[src/rtl/b1mon_pkg.sv]
package b1mon_pkg;

  // Per-byte strobes from the frame control to the parity datapath.
  typedef struct packed {
    logic frameOpen;   // restart parity word with this byte
    logic addByte;     // byte is valid and covered
    logic latchPrev;   // keep finished frame parity as reference
    logic doCompare;   // this byte is the B1 to be checked
    logic clearAcc;    // transfer accumulator and restart it
  } b1Strobes_t;

endpackage

[src/rtl/b1mon_ctrl.sv]
module b1mon_ctrl
  import b1mon_pkg::*;
(
  input  logic       clk,
  input  logic       rstN,
  input  logic       dataValid,
  input  logic       frameStart,
  input  logic       skipByte,
  input  logic       b1Flag,
  input  logic       lossOfFrame,
  input  logic       sts1Mode,
  input  logic       pmStrobe,
  output b1Strobes_t strobes
);

  logic frameSeen;  // at least one frame has been opened since history loss
  logic havePrev;   // a complete previous frame parity is held
  logic b1Done;     // B1 already compared in current frame
  logic modeQ;
  logic modeChg;
  logic dropHist;

  assign modeChg  = sts1Mode != modeQ;
  assign dropHist = lossOfFrame | modeChg;

  always_comb begin
    strobes.frameOpen = dataValid & frameStart & ~dropHist;
    strobes.addByte   = dataValid & ~skipByte;
    strobes.latchPrev = dataValid & frameStart & ~dropHist & frameSeen;
    strobes.doCompare = dataValid & b1Flag & ~frameStart & havePrev
                        & ~b1Done & ~dropHist;
    strobes.clearAcc  = pmStrobe;
  end

  always_ff @(posedge clk) begin
    if (!rstN) begin
      frameSeen <= 1'b0;
      havePrev  <= 1'b0;
      b1Done    <= 1'b0;
      modeQ     <= 1'b0;
    end else begin
      modeQ <= sts1Mode;
      if (dropHist) begin
        frameSeen <= 1'b0;
        havePrev  <= 1'b0;
        b1Done    <= 1'b0;
      end else if (strobes.frameOpen) begin
        frameSeen <= 1'b1;
        havePrev  <= frameSeen;
        b1Done    <= 1'b0;
      end else if (strobes.doCompare) begin
        b1Done <= 1'b1;
      end
    end
  end

  // loss of frame wipes the history
  a_r5_lof_clears: assert property (@(posedge clk) disable iff (!rstN)
    lossOfFrame |=> (!havePrev && !frameSeen));

  // a compare needs an opened frame behind it
  a_r5_compare_history: assert property (@(posedge clk) disable iff (!rstN)
    strobes.doCompare |-> frameSeen);

  // after a compare the frame is marked done
  a_r11_single_compare: assert property (@(posedge clk) disable iff (!rstN)
    strobes.doCompare |=> (b1Done || !frameSeen));

  // a mode change drops the history in the next cycle
  a_r6_mode_drop: assert property (@(posedge clk) disable iff (!rstN)
    modeChg |=> !havePrev);

endmodule

[src/rtl/b1mon_dp.sv]
module b1mon_dp
  import b1mon_pkg::*;
#(
  parameter int DATA_W = 8,
  parameter int CNT_W  = 16
) (
  input  logic              clk,
  input  logic              rstN,
  input  logic [DATA_W-1:0] dataIn,
  input  logic              blockMode,
  input  logic              satMode,
  input  b1Strobes_t        strobes,
  output logic [CNT_W-1:0]  errCount
);

  localparam int INC_W = $clog2(DATA_W + 1);

  logic [DATA_W-1:0] curPar;
  logic [DATA_W-1:0] prevPar;
  logic [DATA_W-1:0] mism;
  logic [INC_W-1:0]  bitCnt;
  logic [INC_W-1:0]  incVal;
  logic [CNT_W-1:0]  accQ;
  logic [CNT_W-1:0]  baseAcc;
  logic [CNT_W:0]    sumExt;
  logic [CNT_W-1:0]  accNext;

  always_comb begin
    mism   = dataIn ^ prevPar;
    bitCnt = '0;
    for (int i = 0; i < DATA_W; i++) begin
      bitCnt = bitCnt + INC_W'(mism[i]);
    end
    if (!strobes.doCompare)
      incVal = '0;
    else if (blockMode)
      incVal = INC_W'(|mism);
    else
      incVal = bitCnt;
  end

  always_comb begin
    baseAcc = strobes.clearAcc ? '0 : accQ;
    sumExt  = {1'b0, baseAcc} + (CNT_W + 1)'(incVal);
    if (sumExt[CNT_W] && satMode)
      accNext = '1;
    else
      accNext = sumExt[CNT_W-1:0];
  end

  always_ff @(posedge clk) begin
    if (!rstN) begin
      curPar   <= '0;
      prevPar  <= '0;
      accQ     <= '0;
      errCount <= '0;
    end else begin
      if (strobes.latchPrev)
        prevPar <= curPar;
      if (strobes.frameOpen)
        curPar <= strobes.addByte ? dataIn : '0;
      else if (strobes.addByte)
        curPar <= curPar ^ dataIn;
      accQ <= accNext;
      if (strobes.clearAcc)
        errCount <= accQ;
    end
  end

  // a saturated accumulator stays saturated
  a_r9_sat_hold: assert property (@(posedge clk) disable iff (!rstN)
    (satMode && accQ == {CNT_W{1'b1}} && !strobes.clearAcc) |=> accQ == {CNT_W{1'b1}});

  // transfer takes the pre-clear accumulator
  a_r7_transfer: assert property (@(posedge clk) disable iff (!rstN)
    strobes.clearAcc |=> errCount == $past(accQ));

  // counter holds between strobes
  a_r7_hold: assert property (@(posedge clk) disable iff (!rstN)
    !strobes.clearAcc |=> $stable(errCount));

  // no compare and no strobe leaves the accumulator alone
  a_r13_acc_stable: assert property (@(posedge clk) disable iff (!rstN)
    (!strobes.doCompare && !strobes.clearAcc) |=> $stable(accQ));

  // block mode never adds more than one
  a_r4_block_single: assert property (@(posedge clk) disable iff (!rstN)
    blockMode |-> incVal <= INC_W'(1));

endmodule

[src/rtl/b1_bip8_monitor.sv]
module b1_bip8_monitor
  import b1mon_pkg::*;
#(
  parameter int DATA_W = 8,
  parameter int CNT_W  = 16
) (
  input  logic              clk,
  input  logic              rstN,
  input  logic [DATA_W-1:0] dataIn,
  input  logic              dataValid,
  input  logic              frameStart,
  input  logic              skipByte,
  input  logic              b1Flag,
  input  logic              lossOfFrame,
  input  logic              sts1Mode,
  input  logic              blockMode,
  input  logic              satMode,
  input  logic              pmStrobe,
  output logic [CNT_W-1:0]  errCount
);

  b1Strobes_t strobes;

  b1mon_ctrl uCtrl (
    .clk        (clk),
    .rstN       (rstN),
    .dataValid  (dataValid),
    .frameStart (frameStart),
    .skipByte   (skipByte),
    .b1Flag     (b1Flag),
    .lossOfFrame(lossOfFrame),
    .sts1Mode   (sts1Mode),
    .pmStrobe   (pmStrobe),
    .strobes    (strobes)
  );

  b1mon_dp #(.DATA_W(DATA_W), .CNT_W(CNT_W)) uDp (
    .clk      (clk),
    .rstN     (rstN),
    .dataIn   (dataIn),
    .blockMode(blockMode),
    .satMode  (satMode),
    .strobes  (strobes),
    .errCount (errCount)
  );

endmodule

[config.mk]
export PLATFORM = sky130hd
export DESIGN_NAME = b1_bip8_monitor
export DESIGN_NICKNAME = d
export VERILOG_FILES = /design/src/rtl/b1mon_pkg.sv /design/src/rtl/b1mon_ctrl.sv /design/src/rtl/b1mon_dp.sv /design/src/rtl/b1_bip8_monitor.sv
export SDC_FILE = /design/constraint.sdc
export NUM_CORES = 1
export LEC_CHECK = 0
export BUFFER_PORTS_ARGS = -buffer_cell sky130_fd_sc_hd__buf_4
export CAP_MARGIN = 20
export CORE_MARGIN = 4
export CORE_UTILIZATION = 40
export DETAILED_ROUTE_END_ITERATION = 8
export PLACE_DENSITY_LB_ADDON = 0.05
export RECOVER_POWER = 50
export SYNTH_ARGS = -nofsm -noshare
export SYNTH_HDL_FRONTEND = slang
export SYNTH_SLANG_ARGS = --single-unit
[constraint.sdc]
create_clock -name clk -period 14.4 [get_ports clk]
set_clock_uncertainty 0.05 [all_clocks]
set_input_delay 0.72 -clock clk [delete_from_list [all_inputs] [get_ports clk]]
set_output_delay 0.72 -clock clk [all_outputs]
set_load 0.05 [all_outputs]
==> out/qor.yml <==
drt:
  route.detailed.drc: 0
  post_drt_via_cell_ratio: 4.95
  vias: 1941
  wl_mm: 5.13
  ant_nets: 0
  wl_per_cell_um: 13.1
  drt_first_iter_violations: 51
  drtPass1Iterations: 4
place:
  placed_cell_area_mm2: 0.00299
  place_congestion: 0.785
  pre_cts_slack_ns: 8.77
  port_buffers: 34
  hpwl_mm: 3.49
  dp.cells: 384
timing:
  rsz0062_at_grt: "no"
  slew_viol_final: 51
  relSlewSlack_pct: -25.8
  setup_viol: 0
  fmax_ghz: 0.190
  tightest_slew_ns: 1.89
  finalCriticalPeriod_ns: 5.27
  fin_ws_ns: 9.13
  finalCritPeriodShare_pct: 36.6
  hold_violations: 0
  tns_ns: 0
floorplan:
  dieArea_mm2: 0.00817
  die_w_um: 90.4
  fp-row-count: 29
  core_mm2: 0.00646
  start_util_pct: 42.0
  die_y_um: 90.4
  ios: 35
synth:
  synth_area_mm2: 0.00271
  synth_area_leaders: "dfxtp_1 38%, mux2i_1 8.9%, nor2b_1 7.1%"
  synthArstFlopShare_pct: 0
  synth_ff_type: "dfxtp_1"
  yosysTopAreaCell: "dfxtp_1"
  synth_seq_area_share_pct: 38.4
  ys_seq_elements: 52
  synth-warning-count: 0
  synthDistinctLibCells: 44
  syn_area_per_cell_um2: 9.52
  netlist_instances: 285
  syn_nets: 317
  synth_edf_count: 0
  synth.top_cell.area_share_pct: 38.4
clocking:
  postCtsHoldBufs: 0
  cts_buffers: 5
  cts_max_level: 2
  cts_tree: "built"
  cts_root_buf: "clkbuf_8"
  cts.sinks: 52
  ctsResizeCount: 0
  cts_max_path_buffers: 2
  clk_latency_ns: 0.30
  post_cts_buffers: 0
  cts.clk_slew.worst_paths_ns: 0.09
layout:
  synthToLayoutAreaGrowth_pct: 11.3
  drive_gt1_share_pct: 10.8
  fillers: 641
  mostFrequentLayoutCell: "dfxtp_1"
  fin_cells: 392
  nets: 346
  n_antenna_cell: 0
  final_cell_mix: "52 x dfxtp_1, 31 x nor2b_1, 24 x mux2i_1"
  design_area_mm2: 0.00302
  post-route-util_pct: 46.8
worst_setup_path:
  start_kind: "input pin"
  setup.worst_path.end_class: "register"
  crit_fanout: 14
  crit_required_ns: 14.59
  cp.arrival_ns: 5.46
  critical_path_class: "input pin to register"
grt:
  first_global_vias: 1859
  grt_start_max_net_pins: 51
  grt_usage_pct: 13.0
  grt_pass1_wl_mm: 8.84
  antenna_found_initial: 0
  gr-total-overflow: 0
outcome:
  outcome: "complete, but fails checks"
  violations: "max-capacitance violations, max-slew violations"
job:
  cap_violations: 1
pwr:
  leakagePower_nw: 1.20
  power_density_mw_per_mm2: 85.2
  ir_worst_vdd_uv: 53.5
hold_path:
  worstHoldPathType: "register to register"
## worst paths after layout
path | from | end | slack (ns) | cells after the start
setup / recovery | dataIn[0] | uDp.accQ[2]$_SDFF_PN0_ | 9.13 | 15
hold / removal | uCtrl.frameSeen$_SDFFE_PP0P_ | uCtrl.frameSeen$_SDFFE_PP0P_ | 0.44 | 2
setup reg to reg | uDp.prevPar[0]$_SDFFE_PN0P_ | uDp.accQ[2]$_SDFF_PN0_ | 9.30 | 14
hold reg to reg | uCtrl.frameSeen$_SDFFE_PP0P_ | uCtrl.frameSeen$_SDFFE_PP0P_ | 0.44 | 2
## area by class of cell
cell class | count | area [µm²] | area share [%]
Multi-Input combinational cell | 206 | 1540 | 51.0
Tap cell | 77 | 96.3 | 3.19
Clock buffer | 6 | 82.6 | 2.73
Timing Repair Buffer | 34 | 195 | 6.46
Sequential cell | 52 | 1040 | 34.5
Clock inverter | 2 | 10.0 | 0.331
Inverter | 15 | 56.3 | 1.86
## sequential cells by signal, summed over array words and instances, names as in the netlist
register / flops
uDp.accQ: 16
uDp.errCount: 16
uDp.curPar: 8
uDp.prevPar: 8
uCtrl.b1Done: 1
uCtrl.frameSeen: 1
uCtrl.havePrev: 1
uCtrl.modeQ: 1
## synthesized netlist by cell type (all sizes together) (6+ instances only)
cell type  instances
xnor2             11
inv               15
a21oi             12
and2               7
mux2i             24
dfxtp             52
nand2             23
ha                 8
xor2              11
nor2b             31
buf                6
o21a              18
nor2              13
## cell families after synthesis
logic type | after synthesis | share of synthesized area [%]
AO/OA/AOI/OAI | 44 | 11.4
buffers and inverters | 27 | 4.89
XOR/XNOR | 22 | 7.10
adder cells (fa/ha/maj) | 13 | 7.38
flip-flops | 52 | 38.4
multiplexers | 24 | 8.85
AND/OR/NAND/NOR | 103 | 22.0
## routing by layer
layer / up-vias / GRT usage, % / part of all wire (%)
li1: 1014 / - / -
met3: 5 / 3.00 / 3.6
met1: 894 / 17.8 / 51
met4: 0 / 4.08 / 1.1
met5: - / 0 / 0
met2: 28 / 20.3 / 44
## worst max-delay path, stage by stage
cell,delay [ns]
buf_4,0.12
xor2_1,0.15
ha_1,0.32
fa_1,0.53
inv_1,0.06
fa_1,0.50
fa_1,0.47
fa_1,0.43
or3_1,0.40
fa_1,0.46
nand2b_1,0.21
a21oi_4,0.22
nand2b_4,0.11
nor3_4,0.54
o21a_1,0.21
## metrics by stage
step	total power (W)	hold WS (ns)
2_1_floorplan	0.000168	0.382
3_3_place_gp	0.000176	0.397
3_5_place_dp	0.000176	0.416
4_1_cts	0.000262	0.435
5_1_grt	0.000271	0.467
6_report	0.000258	0.440
## power by group
group	switching, W	total [W]	internal [W]
Clock	0.0000468	0.0000853	0.0000385
Combinational	0.0000137	0.0000264	0.0000127
Sequential	0.000000734	0.000146	0.000145
Total	0.0000612	0.000258	0.000196
(Power assumes the default switching activity.)
